==> config.mk <==
export PLATFORM = sky130hd
export DESIGN_NAME = blkskew_alu
export DESIGN_NICKNAME = d
export VERILOG_FILES = /design/src/rtl/bsalu_pkg.sv /design/src/rtl/bsalu_delay.sv /design/src/rtl/bsalu_slice.sv /design/src/rtl/blkskew_alu.sv
export SDC_FILE = /design/constraint.sdc
export NUM_CORES = 1
export LEC_CHECK = 0
export ABC_CLOCK_PERIOD_IN_PS = 2350
export BUFFER_PORTS_ARGS = -buffer_cell sky130_fd_sc_hd__buf_2
export CAP_MARGIN = 20
export CORE_MARGIN = 2
export CORE_UTILIZATION = 47
export DETAILED_ROUTE_END_ITERATION = 12
export MAX_ROUTING_LAYER = met4
export PLACE_DENSITY = 0.62
export SETUP_SLACK_MARGIN = 0.2
export SYNTH_ARGS = -nofsm -noshare
export SYNTH_HDL_FRONTEND = slang
export SYNTH_SLANG_ARGS = --single-unit
==> constraint.sdc <==
create_clock -name clk -period 2.35 [get_ports clk]
set_input_delay 0.235 -clock clk [delete_from_list [all_inputs] [get_ports clk]]
set_output_delay 0.235 -clock clk [all_outputs]
set_load 0.01 [all_outputs]
==> src/rtl/bsalu_pkg.sv <==
`timescale 1ns/1ps
// Shared definitions for the time-skewed sliced ALU.
// Assumes every slice has the same stage plan: carry needed at stage
// CIN_STAGE, result registered at stage RES_STAGE.
package bsalu_pkg;

    localparam int CIN_STAGE = 5;
    localparam int RES_STAGE = 8;

    typedef enum logic [2:0] {
        OP_ADD = 3'd0,
        OP_SUB = 3'd1,
        OP_AND = 3'd2,
        OP_OR  = 3'd3,
        OP_XOR = 3'd4,
        OP_NOR = 3'd5,
        OP_EQ  = 3'd6,
        OP_SLT = 3'd7
    } alu_op_e;

    // Per-slice control word derived from the operation code
    typedef struct packed {
        logic arith;    // result taken from the adder
        logic use_and;  // logic term includes a&b
        logic use_xor;  // logic term includes a^b
        logic inv_a;    // complement A before use
        logic inv_b;    // complement B before use
        logic carry0;   // carry into the lowest slice
    } alu_ctrl_t;

    localparam int CTRL_W = $bits(alu_ctrl_t);

    // Map an operation code onto the control word
    function automatic alu_ctrl_t decode_op(input logic [2:0] code);
        alu_ctrl_t c;
        c = '0;
        case (code)
            OP_ADD: begin c.arith = 1'b1; c.use_xor = 1'b1; end
            OP_SUB, OP_SLT: begin
                c.arith = 1'b1; c.use_xor = 1'b1;
                c.inv_b = 1'b1; c.carry0 = 1'b1;
            end
            OP_AND: c.use_and = 1'b1;
            OP_OR:  begin c.use_and = 1'b1; c.use_xor = 1'b1; end
            OP_XOR: c.use_xor = 1'b1;
            OP_NOR: begin
                c.use_and = 1'b1; c.inv_a = 1'b1; c.inv_b = 1'b1;
            end
            default: begin c.use_xor = 1'b1; c.inv_b = 1'b1; end // OP_EQ
        endcase
        return c;
    endfunction

endpackage

==> src/rtl/bsalu_delay.sv <==
`timescale 1ns/1ps
// Fixed-length register delay line.
// Assumes DEPTH >= 1; every stage clears on synchronous reset.
module bsalu_delay #(
    parameter int WIDTH = 1,
    parameter int DEPTH = 1
) (
    input  logic             clk,
    input  logic             rst_n,
    input  logic [WIDTH-1:0] d_i,
    output logic [WIDTH-1:0] q_o
);

    logic [WIDTH-1:0] stg [DEPTH];

    // Shift the word one stage per clock
    always_ff @(posedge clk) begin
        if (!rst_n) begin
            for (int i = 0; i < DEPTH; i++) stg[i] <= '0;
        end else begin
            stg[0] <= d_i;
            for (int i = 1; i < DEPTH; i++) stg[i] <= stg[i-1];
        end
    end

    assign q_o = stg[DEPTH-1];

endmodule

==> src/rtl/bsalu_slice.sv <==
`timescale 1ns/1ps
// One W-bit ALU slice, RES_STAGE cycles deep.
// Stage 1 registers the operands, with operand A muxed against the
// slice's own result. Stage 2 forms generate/propagate and the logic
// term. A parallel-prefix tree follows, one register per level, padded
// up to CIN_STAGE. The carry-in is consumed there, so it must arrive
// CIN_STAGE cycles after the operands. The lowest slice (FIRST) makes
// its own carry by delaying the control carry bit.
module bsalu_slice
    import bsalu_pkg::*;
#(
    parameter int W     = 4,
    parameter bit FIRST = 1'b0
) (
    input  logic      clk,
    input  logic      rst_n,
    input  logic [W-1:0] a_i,
    input  logic [W-1:0] b_i,
    input  alu_ctrl_t ctrl_i,
    input  logic      fwd_i,
    input  logic      cin_i,
    output logic      cout_early_o,
    output logic [W-1:0] res_o
);

    localparam int LVLS   = $clog2(W);
    localparam int PAD    = CIN_STAGE - 2 - LVLS;
    localparam int SIDE_W = 2 * W + 1;

    logic [W-1:0] res_q;

    // ---------------- stage 1: operand capture ----------------
    logic [W-1:0] a1, b1;
    alu_ctrl_t    c1;

    // Register operands; A comes from the own result when forwarding
    always_ff @(posedge clk) begin
        if (!rst_n) begin
            a1 <= '0;
            b1 <= '0;
            c1 <= '0;
        end else begin
            a1 <= fwd_i ? res_q : a_i;
            b1 <= b_i;
            c1 <= ctrl_i;
        end
    end

    logic [W-1:0] x1, y1;
    assign x1 = a1 ^ {W{c1.inv_a}};
    assign y1 = b1 ^ {W{c1.inv_b}};

    // ---------------- stage 2 and prefix levels ----------------
    logic [W-1:0] gl [LVLS+1];
    logic [W-1:0] pl [LVLS+1];
    logic [W-1:0] gn [LVLS];
    logic [W-1:0] pn [LVLS];
    logic [W-1:0] lg2;
    logic         ar2;

    // Prefix level l merges each bit with the top of the block below it
    for (genvar l = 0; l < LVLS; l++) begin : g_lvl
        for (genvar i = 0; i < W; i++) begin : g_bit
            if (((i >> l) & 1) == 1) begin : g_merge
                localparam int J = ((i >> l) << l) - 1;
                assign gn[l][i] = gl[l][i] | (pl[l][i] & gl[l][J]);
                assign pn[l][i] = pl[l][i] & pl[l][J];
            end else begin : g_pass
                assign gn[l][i] = gl[l][i];
                assign pn[l][i] = pl[l][i];
            end
        end
    end

    // Register bit terms, then one prefix level per stage
    always_ff @(posedge clk) begin
        if (!rst_n) begin
            for (int l = 0; l <= LVLS; l++) begin
                gl[l] <= '0;
                pl[l] <= '0;
            end
            lg2 <= '0;
            ar2 <= 1'b0;
        end else begin
            gl[0] <= x1 & y1;
            pl[0] <= x1 ^ y1;
            lg2   <= ({W{c1.use_and}} & (x1 & y1)) ^ ({W{c1.use_xor}} & (x1 ^ y1));
            ar2   <= c1.arith;
            for (int l = 0; l < LVLS; l++) begin
                gl[l+1] <= gn[l];
                pl[l+1] <= pn[l];
            end
        end
    end

    // ---------------- balance to the carry stage ----------------
    logic [W-1:0] g5, p5;
    if (PAD > 0) begin : g_pad
        logic [2*W-1:0] gp_d;
        bsalu_delay #(.WIDTH(2 * W), .DEPTH(PAD)) u_gp_dly (
            .clk  (clk),
            .rst_n(rst_n),
            .d_i  ({gl[LVLS], pl[LVLS]}),
            .q_o  (gp_d)
        );
        assign {g5, p5} = gp_d;
    end else begin : g_nopad
        assign g5 = gl[LVLS];
        assign p5 = pl[LVLS];
    end

    logic [SIDE_W-1:0] side5;
    bsalu_delay #(.WIDTH(SIDE_W), .DEPTH(CIN_STAGE - 2)) u_side_dly (
        .clk  (clk),
        .rst_n(rst_n),
        .d_i  ({pl[0], lg2, ar2}),
        .q_o  (side5)
    );

    logic [W-1:0] hs5, lg5;
    logic         ar5;
    assign {hs5, lg5, ar5} = side5;

    logic cin0_d;
    bsalu_delay #(.WIDTH(1), .DEPTH(CIN_STAGE - 1)) u_cin_dly (
        .clk  (clk),
        .rst_n(rst_n),
        .d_i  (c1.carry0),
        .q_o  (cin0_d)
    );

    // ---------------- stage 5: carry resolution ----------------
    logic         cin5;
    logic [W-1:0] cv5;
    logic         co5;
    assign cin5 = FIRST ? cin0_d : cin_i;

    // Expand group terms with the incoming carry into per-bit carries
    always_comb begin
        cv5[0] = cin5;
        for (int i = 1; i < W; i++) cv5[i] = g5[i-1] | (p5[i-1] & cin5);
    end

    assign co5 = ar5 & (g5[W-1] | (p5[W-1] & cin5));

    // ---------------- stages 6 to 8: sum and output ----------------
    logic [W-1:0] cv6, hs6, lg6, r7;
    logic         ar6, co6;

    // Capture carries and the early carry-out for the next slice
    always_ff @(posedge clk) begin
        if (!rst_n) begin
            cv6 <= '0;
            hs6 <= '0;
            lg6 <= '0;
            ar6 <= 1'b0;
            co6 <= 1'b0;
        end else begin
            cv6 <= cv5;
            hs6 <= hs5;
            lg6 <= lg5;
            ar6 <= ar5;
            co6 <= co5;
        end
    end

    // Form the sum or pass the logic term, then hold it at the output
    always_ff @(posedge clk) begin
        if (!rst_n) begin
            r7    <= '0;
            res_q <= '0;
        end else begin
            r7    <= ar6 ? (hs6 ^ cv6) : lg6;
            res_q <= r7;
        end
    end

    assign cout_early_o = co6;
    assign res_o        = res_q;

endmodule

==> src/rtl/blkskew_alu.sv <==
`timescale 1ns/1ps
// Time-skewed ALU built from NUM_SLICES slices of SLICE_W bits.
// Assumes the caller drives slice k operands k cycles after slice 0
// and gives op_i/fwd_i with slice 0. Controls are delayed k cycles
// per slice. The early carry of slice k-1 reaches slice k in the cycle
// its carry stage needs it.
module blkskew_alu
    import bsalu_pkg::*;
#(
    parameter int SLICE_W    = 4,
    parameter int NUM_SLICES = 8
) (
    input  logic                          clk,
    input  logic                          rst_n,
    input  logic [SLICE_W*NUM_SLICES-1:0] a_i,
    input  logic [SLICE_W*NUM_SLICES-1:0] b_i,
    input  logic [2:0]                    op_i,
    input  logic                          fwd_i,
    output logic [SLICE_W*NUM_SLICES-1:0] res_o,
    output logic                          cout_o
);

    localparam int CF_W = CTRL_W + 1;

    logic [CF_W-1:0]     cf_in;
    logic [NUM_SLICES:0] cy;

    assign cf_in = {decode_op(op_i), fwd_i};
    assign cy[0] = 1'b0;

    for (genvar k = 0; k < NUM_SLICES; k++) begin : g_slice
        logic [CF_W-1:0] cf_k;
        alu_ctrl_t       ck;

        if (k == 0) begin : g_ctl0
            assign cf_k = cf_in;
        end else begin : g_ctlk
            bsalu_delay #(.WIDTH(CF_W), .DEPTH(k)) u_ctl_dly (
                .clk  (clk),
                .rst_n(rst_n),
                .d_i  (cf_in),
                .q_o  (cf_k)
            );
        end

        assign ck = cf_k[CF_W-1:1];

        bsalu_slice #(.W(SLICE_W), .FIRST(k == 0)) u_slice (
            .clk         (clk),
            .rst_n       (rst_n),
            .a_i         (a_i[k*SLICE_W +: SLICE_W]),
            .b_i         (b_i[k*SLICE_W +: SLICE_W]),
            .ctrl_i      (ck),
            .fwd_i       (cf_k[0]),
            .cin_i       (cy[k]),
            .cout_early_o(cy[k+1]),
            .res_o       (res_o[k*SLICE_W +: SLICE_W])
        );
    end

    logic co_d1, co_d2;

    // Align the top early carry with the top result nibble
    always_ff @(posedge clk) begin
        if (!rst_n) begin
            co_d1 <= 1'b0;
            co_d2 <= 1'b0;
        end else begin
            co_d1 <= cy[NUM_SLICES];
            co_d2 <= co_d1;
        end
    end

    assign cout_o = co_d2;

endmodule

# ---- Word level (Yosys, flattened, before mapping)
# Memory sizes are Yosys's and may differ from the RTL's.
# Cells that the tools add are included.
dict set report totals {
  register_bits 323
  mem_bits_rw 672
  inputBits 70
  wordCells 672
  mem_count 40
}
dict set report op_classes {
  eq_ne 6
  n_mux 145
  bitwise_logic 335
  reduce_logical 15
}
# name words width rd rd_ports_with_merged_regs wr line
set mem_list {}
lappend mem_list {{g_slice[7].g_ctlk.u_ctl_dly.stg} 7 7 7 0 7 bsalu_delay.sv:14} ;# logic [WIDTH-1:0] stg [DEPTH];
lappend mem_list {{g_slice[6].g_ctlk.u_ctl_dly.stg} 6 7 6 0 6 bsalu_delay.sv:14}
lappend mem_list {{g_slice[5].g_ctlk.u_ctl_dly.stg} 5 7 5 0 5 bsalu_delay.sv:14}
lappend mem_list {{g_slice[4].g_ctlk.u_ctl_dly.stg} 4 7 4 0 4 bsalu_delay.sv:14}
lappend mem_list {{g_slice[0].u_slice.u_side_dly.stg} 3 9 3 0 3 bsalu_delay.sv:14}
lappend mem_list {{g_slice[1].u_slice.u_side_dly.stg} 3 9 3 0 3 bsalu_delay.sv:14}
lappend mem_list {{+34 memories} - - - - - -}
# cell n
set op_table {}
lappend op_table {{$mux W4} 64}
lappend op_table {{$mux W9} 24}
lappend op_table {{$mux W7} 28}
lappend op_table {{$or A1 B1 Y1} 167}
lappend op_table {{$xor A4 B4 Y4} 40}
lappend op_table {{$and A1 B1 Y1} 104}
lappend op_table {{$and A4 B4 Y4} 24}
lappend op_table {{$mux W8} 8}
lappend op_table {{$reduce_or A8 Y1} 8}
lappend op_table {{$mux W1} 21}
lappend op_table {{$eq A3 B3 Y1 const B} 3}
lappend op_table {{$reduce_or A7 Y1} 1}
lappend op_table {{$eq A3 B2 Y1 const B} 2}
lappend op_table {{$reduce_or A3 Y1} 2}
lappend op_table {{$reduce_or A2 Y1} 2}
lappend op_table {{$reduce_or A4 Y1} 1}
lappend op_table {{$eq A3 B1 Y1 const B} 1}
lappend op_table {{$logic_not A3 Y1} 1}

# ---- Depth between registers and ports, before layout
dict set report depth {
  depth_word 4
  mapped_depth 6
  depth_no_buf 5
}

# ---- Cells and area by module
# Synthesis repeated with hierarchy kept, for this count alone.
dict set report hier_totals {
  cells_unflattened 2535
  hier_area_um2 30431.7
}
# mod n_inst cells_each area_each_um2 seq_area_each_um2
set modules_own_cells {}
lappend modules_own_cells {{bsalu_slice (g_slice[1].u_slice ...)} 7 179 2034.5 1281.2}
lappend modules_own_cells {{bsalu_delay (g_slice[0].u_slice.u_side_dly ...)} 8 65 825.8 540.5}
lappend modules_own_cells {{bsalu_slice (g_slice[0].u_slice)} 1 181 2067.0 1301.2}
lappend modules_own_cells {{bsalu_delay (g_slice[0].u_slice.g_pad.u_gp_dly ...)} 8 16 210.2 160.2}
lappend modules_own_cells {{bsalu_delay (g_slice[7].g_ctlk.u_ctl_dly)} 1 103 1345.0 980.9}
lappend modules_own_cells {{bsalu_delay (g_slice[6].g_ctlk.u_ctl_dly)} 1 95 1228.7 840.8}
lappend modules_own_cells {{bsalu_delay (g_slice[5].g_ctlk.u_ctl_dly)} 1 73 978.4 700.7}
lappend modules_own_cells {{bsalu_delay (g_slice[4].g_ctlk.u_ctl_dly)} 1 58 785.8 560.5}
lappend modules_own_cells {{bsalu_delay (g_slice[3].g_ctlk.u_ctl_dly)} 1 51 645.6 420.4}
lappend modules_own_cells {{bsalu_delay (g_slice[2].g_ctlk.u_ctl_dly)} 1 36 444.2 280.3}
lappend modules_own_cells {{bsalu_delay (g_slice[1].g_ctlk.u_ctl_dly)} 1 14 183.9 140.1}
lappend modules_own_cells {blkskew_alu 1 15 118.9 40.0}
lappend modules_own_cells {{bsalu_delay (g_slice[0].u_slice.u_cin_dly)} 1 8 105.1 80.1}

# ---- Worst setup path before layout
# No wires, ideal clock.
dict set report synth_timing {
  path_kind {register to register}
  startpoint {memory g_slice[7].g_ctlk.u_ctl_dly.stg[0][17] in the netlist's numbering}
  endpoint {register g_slice[2].u_slice.lg2[1]}
  setup_time_ns 0.128
  t_arrival_ns 1.137
  required_time_ns 2.222
  slack_ns 1.086
  path_stages_with_launch 7
  period_less_slack_ns 1.264
  cell_sequence {dfxtp_1 -> clkbuf_1 -> xor2_1 -> ha_1 -> nand2_1 -> xnor2_1 -> nor2_1}
}
# item line
set synth_rtl {}
lappend synth_rtl {{start: declaration} bsalu_delay.sv:14}
lappend synth_rtl {{end signal: assignment} bsalu_slice.sv:87} ;# lg2 <= ({W{c1.use_and}} & (x1 & y1)) ^ ({W{c1.use_xor}} & (x1 ^ y1));
lappend synth_rtl {{end: declaration} bsalu_slice.sv:58} ;# logic [W-1:0] lg2;

==> impl_results.md <==
- Synth area leader: dfxtp_1
- Clock Tree Buf Depth: 3
- Port-buffer cells: 102
- Final-report setup violation count: 0
- Area contributors post-synth: dfxtp_1 67%, and2_1 15%, xnor2_1 2.5%, xor2_1 2.5%, a21oi_1 2.3%
- Final Cycle Share: 81.43%
- Root Driver: clkbuf_16
- Commonest non-fill, non-tap cell in the layout: dfxtp_1
- Worst slew margin: 67.87%
- GRT Util Overall: 16.32%
- Unrepaired setup endpoints after global routing: no
- Max Clk Rate: 0.5226 GHz
- I/O Pins: 103
- Fillers: 3904
- Setup Buffers After CTS: 0
- Max-cap violation count: 0
- Vias in the first global route: 12.12k
- Num CTS Buffers: 73
- Final instance area: 26280 µm²
- GP Congestion: 0.7492
- Drt via density: 4.396
- Synth Instances: 1948
- Worst setup SP type: input port
- Yosys reg bits: 739
- CP max FO: 56
- Most frequent cells in the layout: 739 x dfxtp_1, 541 x and2_1, 122 x nor2_1
- Pre-antenna DRT Iters: 4
- Grt total ovfl: 0
- Final Hold Viols: 0
- Largest net degree at the start of global routing: 110
- Drt drc: 0
- Htree depth: 3
- First-pass GRT wire length: 61670 µm
- Clock skew: 0.02003 ns
- Status: completed
- Post-synth cell types: 22
- Clock latency on the worst-skew pair: 0.59 ns
- Worst slew pin tran: 0.4813 ns
- # rows: 79
- Area Overhead vs Synth: 18.29%
- CTS clk-pin slew, worst paths: 0.06 ns
- Worst vdd ir: 0.6070 mV
- CP endpoint kind: register
- Final Critical Period: 1.914 ns
- Req. time, crit path: 2.88 ns
- TritonCTS clock tree: yes
- Initial core utilization: 47.72%
- PwrDens: 945.2 nW/µm²
- Hold_buf cts: 74
- Antenna violations before repair: 4
- Iteration-0 DRC Markers: 554
- DP HPWL: 24780 µm
- Nets: 2213
- Yosys top cell area share: 66.60%
- Final ANT Viol Nets: 0
- Placed cell areas: 23170 µm²
- Die area: 49020 µm²
- Core area: 46560 µm²
- PnR worst setup slack: 0.4364 ns
- Leak: 0.01127 µW
- WL per Instance: 13.73 µm
- Via count: 12.18k
- Final Util: 56.45%
- Post-Route WL: 38030 µm
- Layout cell share with drive strength beyond 1: 10.77%
- Worst path arrival time: 2.44 ns
- CP Class: in -> reg
- Fin. max-slew vios: 0
- Diode count: 0
- Hold Path Class: in -> reg
- Avg Inst Size Synth: 11.40 µm²
- Yosys warnings: 0
- Die Height: 221.4 µm
- Setup TNS: 0 ns
- Post-Syn Area: 22220 µm²
- Sequential area share after synthesis: 66.60%
- Mapped Nets: 2050
- Die W: 221.4 µm
- Post-CTS Resized: 0
- Pre-CTS WS: 0.8745 ns
- TritonCTS Sinks: 739
sequential cells by signal (all words and copies together) (netlist names):
register	cells
g_slice.u_slice.lg2	32
g_slice.u_slice.b1	32
g_slice.u_slice.res_o	32
g_slice.u_slice.c1	4
g_slice.u_slice.g_pad.u_gp_dly.stg	62
co_d1	1
g_slice.u_slice.ar6	1
g_slice.u_slice.cout_early_o	8
g_slice.g_ctlk.u_ctl_dly.stg	42
g_slice.u_slice.u_cin_dly.stg	4
cout_o	1
g_slice.u_slice.r7	32
g_slice.u_slice.hs6	32
g_slice.u_slice.cv6	32
g_slice.u_slice.lg6	32
g_slice.u_slice.pl	84
g_slice.u_slice.gl	96
g_slice.u_slice.u_side_dly.stg	180
g_slice.u_slice.a1	32
through the flow:
step           instances  power, µW  hold WS (ns)
2_1_floorplan       1948      13570        0.3511
3_3_place_gp        2569      13780        0.4133
3_5_place_dp        2569      13800        0.4169
4_1_cts             2770      25190      0.006258
5_1_grt             2770      25810       0.05683
6_report            2770      24840       0.04797
report_power, final:
group          switching (µW)  internal, µW  total [µW]
combinational             349           358         707
sequential                127         12800       12900
clock                    4490          6740       11200
logic make-up after synthesis:
group | share of synthesized area [%]
simple gates | 19.68
flops | 66.60
compound gates | 2.996
xor+xnor | 5.046
buf+inv | 2.439
mux | 1.442
fa+ha+maj | 1.802
worst max-delay path: stages:
cell,delay (ns)
dlygate4sd3_1,0.57
buf_8,0.27
buf_12,0.27
buf_4,0.33
nand2_1,0.09
a21oi_1,0.10
dlygate4sd3_1,0.55
routing by layer:
layer | vias up | GRT usage [%] | share of wire [%]
met2 | 174 | 25.69 | 45
met1 | 5553 | 20.63 | 48
met5 | - | - | 0
met4 | 0 | 6.213 | 2.3
met3 | 72 | 3.479 | 3.8
li1 | 6379 | - | -
synth_stat cells:
cell / n
nand2_1: 66
buf_2: 10
buf_6: 7
dfxtp_1: 739
o21ai_0: 33
nand3b_1: 1
or2_2: 1
nand2b_1: 2
inv_2: 1
nor2_1: 122
xor2_1: 64
and3_1: 32
mux2i_1: 32
nor2b_1: 8
and2_1: 541
buf_1: 2
clkbuf_1: 39
xnor2_1: 64
clkbuf_2: 51
a21oi_1: 100
ha_1: 32
nand3_1: 1
final timing paths:
path	start	to	slack [ns]	cells after the start
setup reg to reg	g_slice[7].u_slice.c1[1]$_SDFF_PN0_	g_slice[7].u_slice.lg2[0]$_SDFF_PN0_	0.92	5
setup / recovery	rst_n	g_slice[7].g_ctlk.u_ctl_dly.stg[0][1]$_SDFF_PN0_	0.44	7
hold / removal	a_i[7]	g_slice[1].u_slice.a1[3]$_SDFF_PN0_	0.05	3
hold reg to reg	g_slice[0].u_slice.r7[3]$_SDFF_PN0_	g_slice[0].u_slice.res_o[3]$_SDFF_PN0_	0.42	1
final cells by class:
type | instances | area [µm²] | area share [%]
Clock buffer | 114 | 2235 | 8.504
Timing Repair Buffer | 197 | 1469 | 5.590
Multi-Input combinational cell | 1099 | 6879 | 26.18
Tap cell | 607 | 759.5 | 2.890
Sequential cell | 739 | 14790 | 56.30
Inverter | 1 | 6.256 | 0.02381
Clock inverter | 13 | 136.4 | 0.5190
No activity file was read; power rests on OpenSTA's default activity.
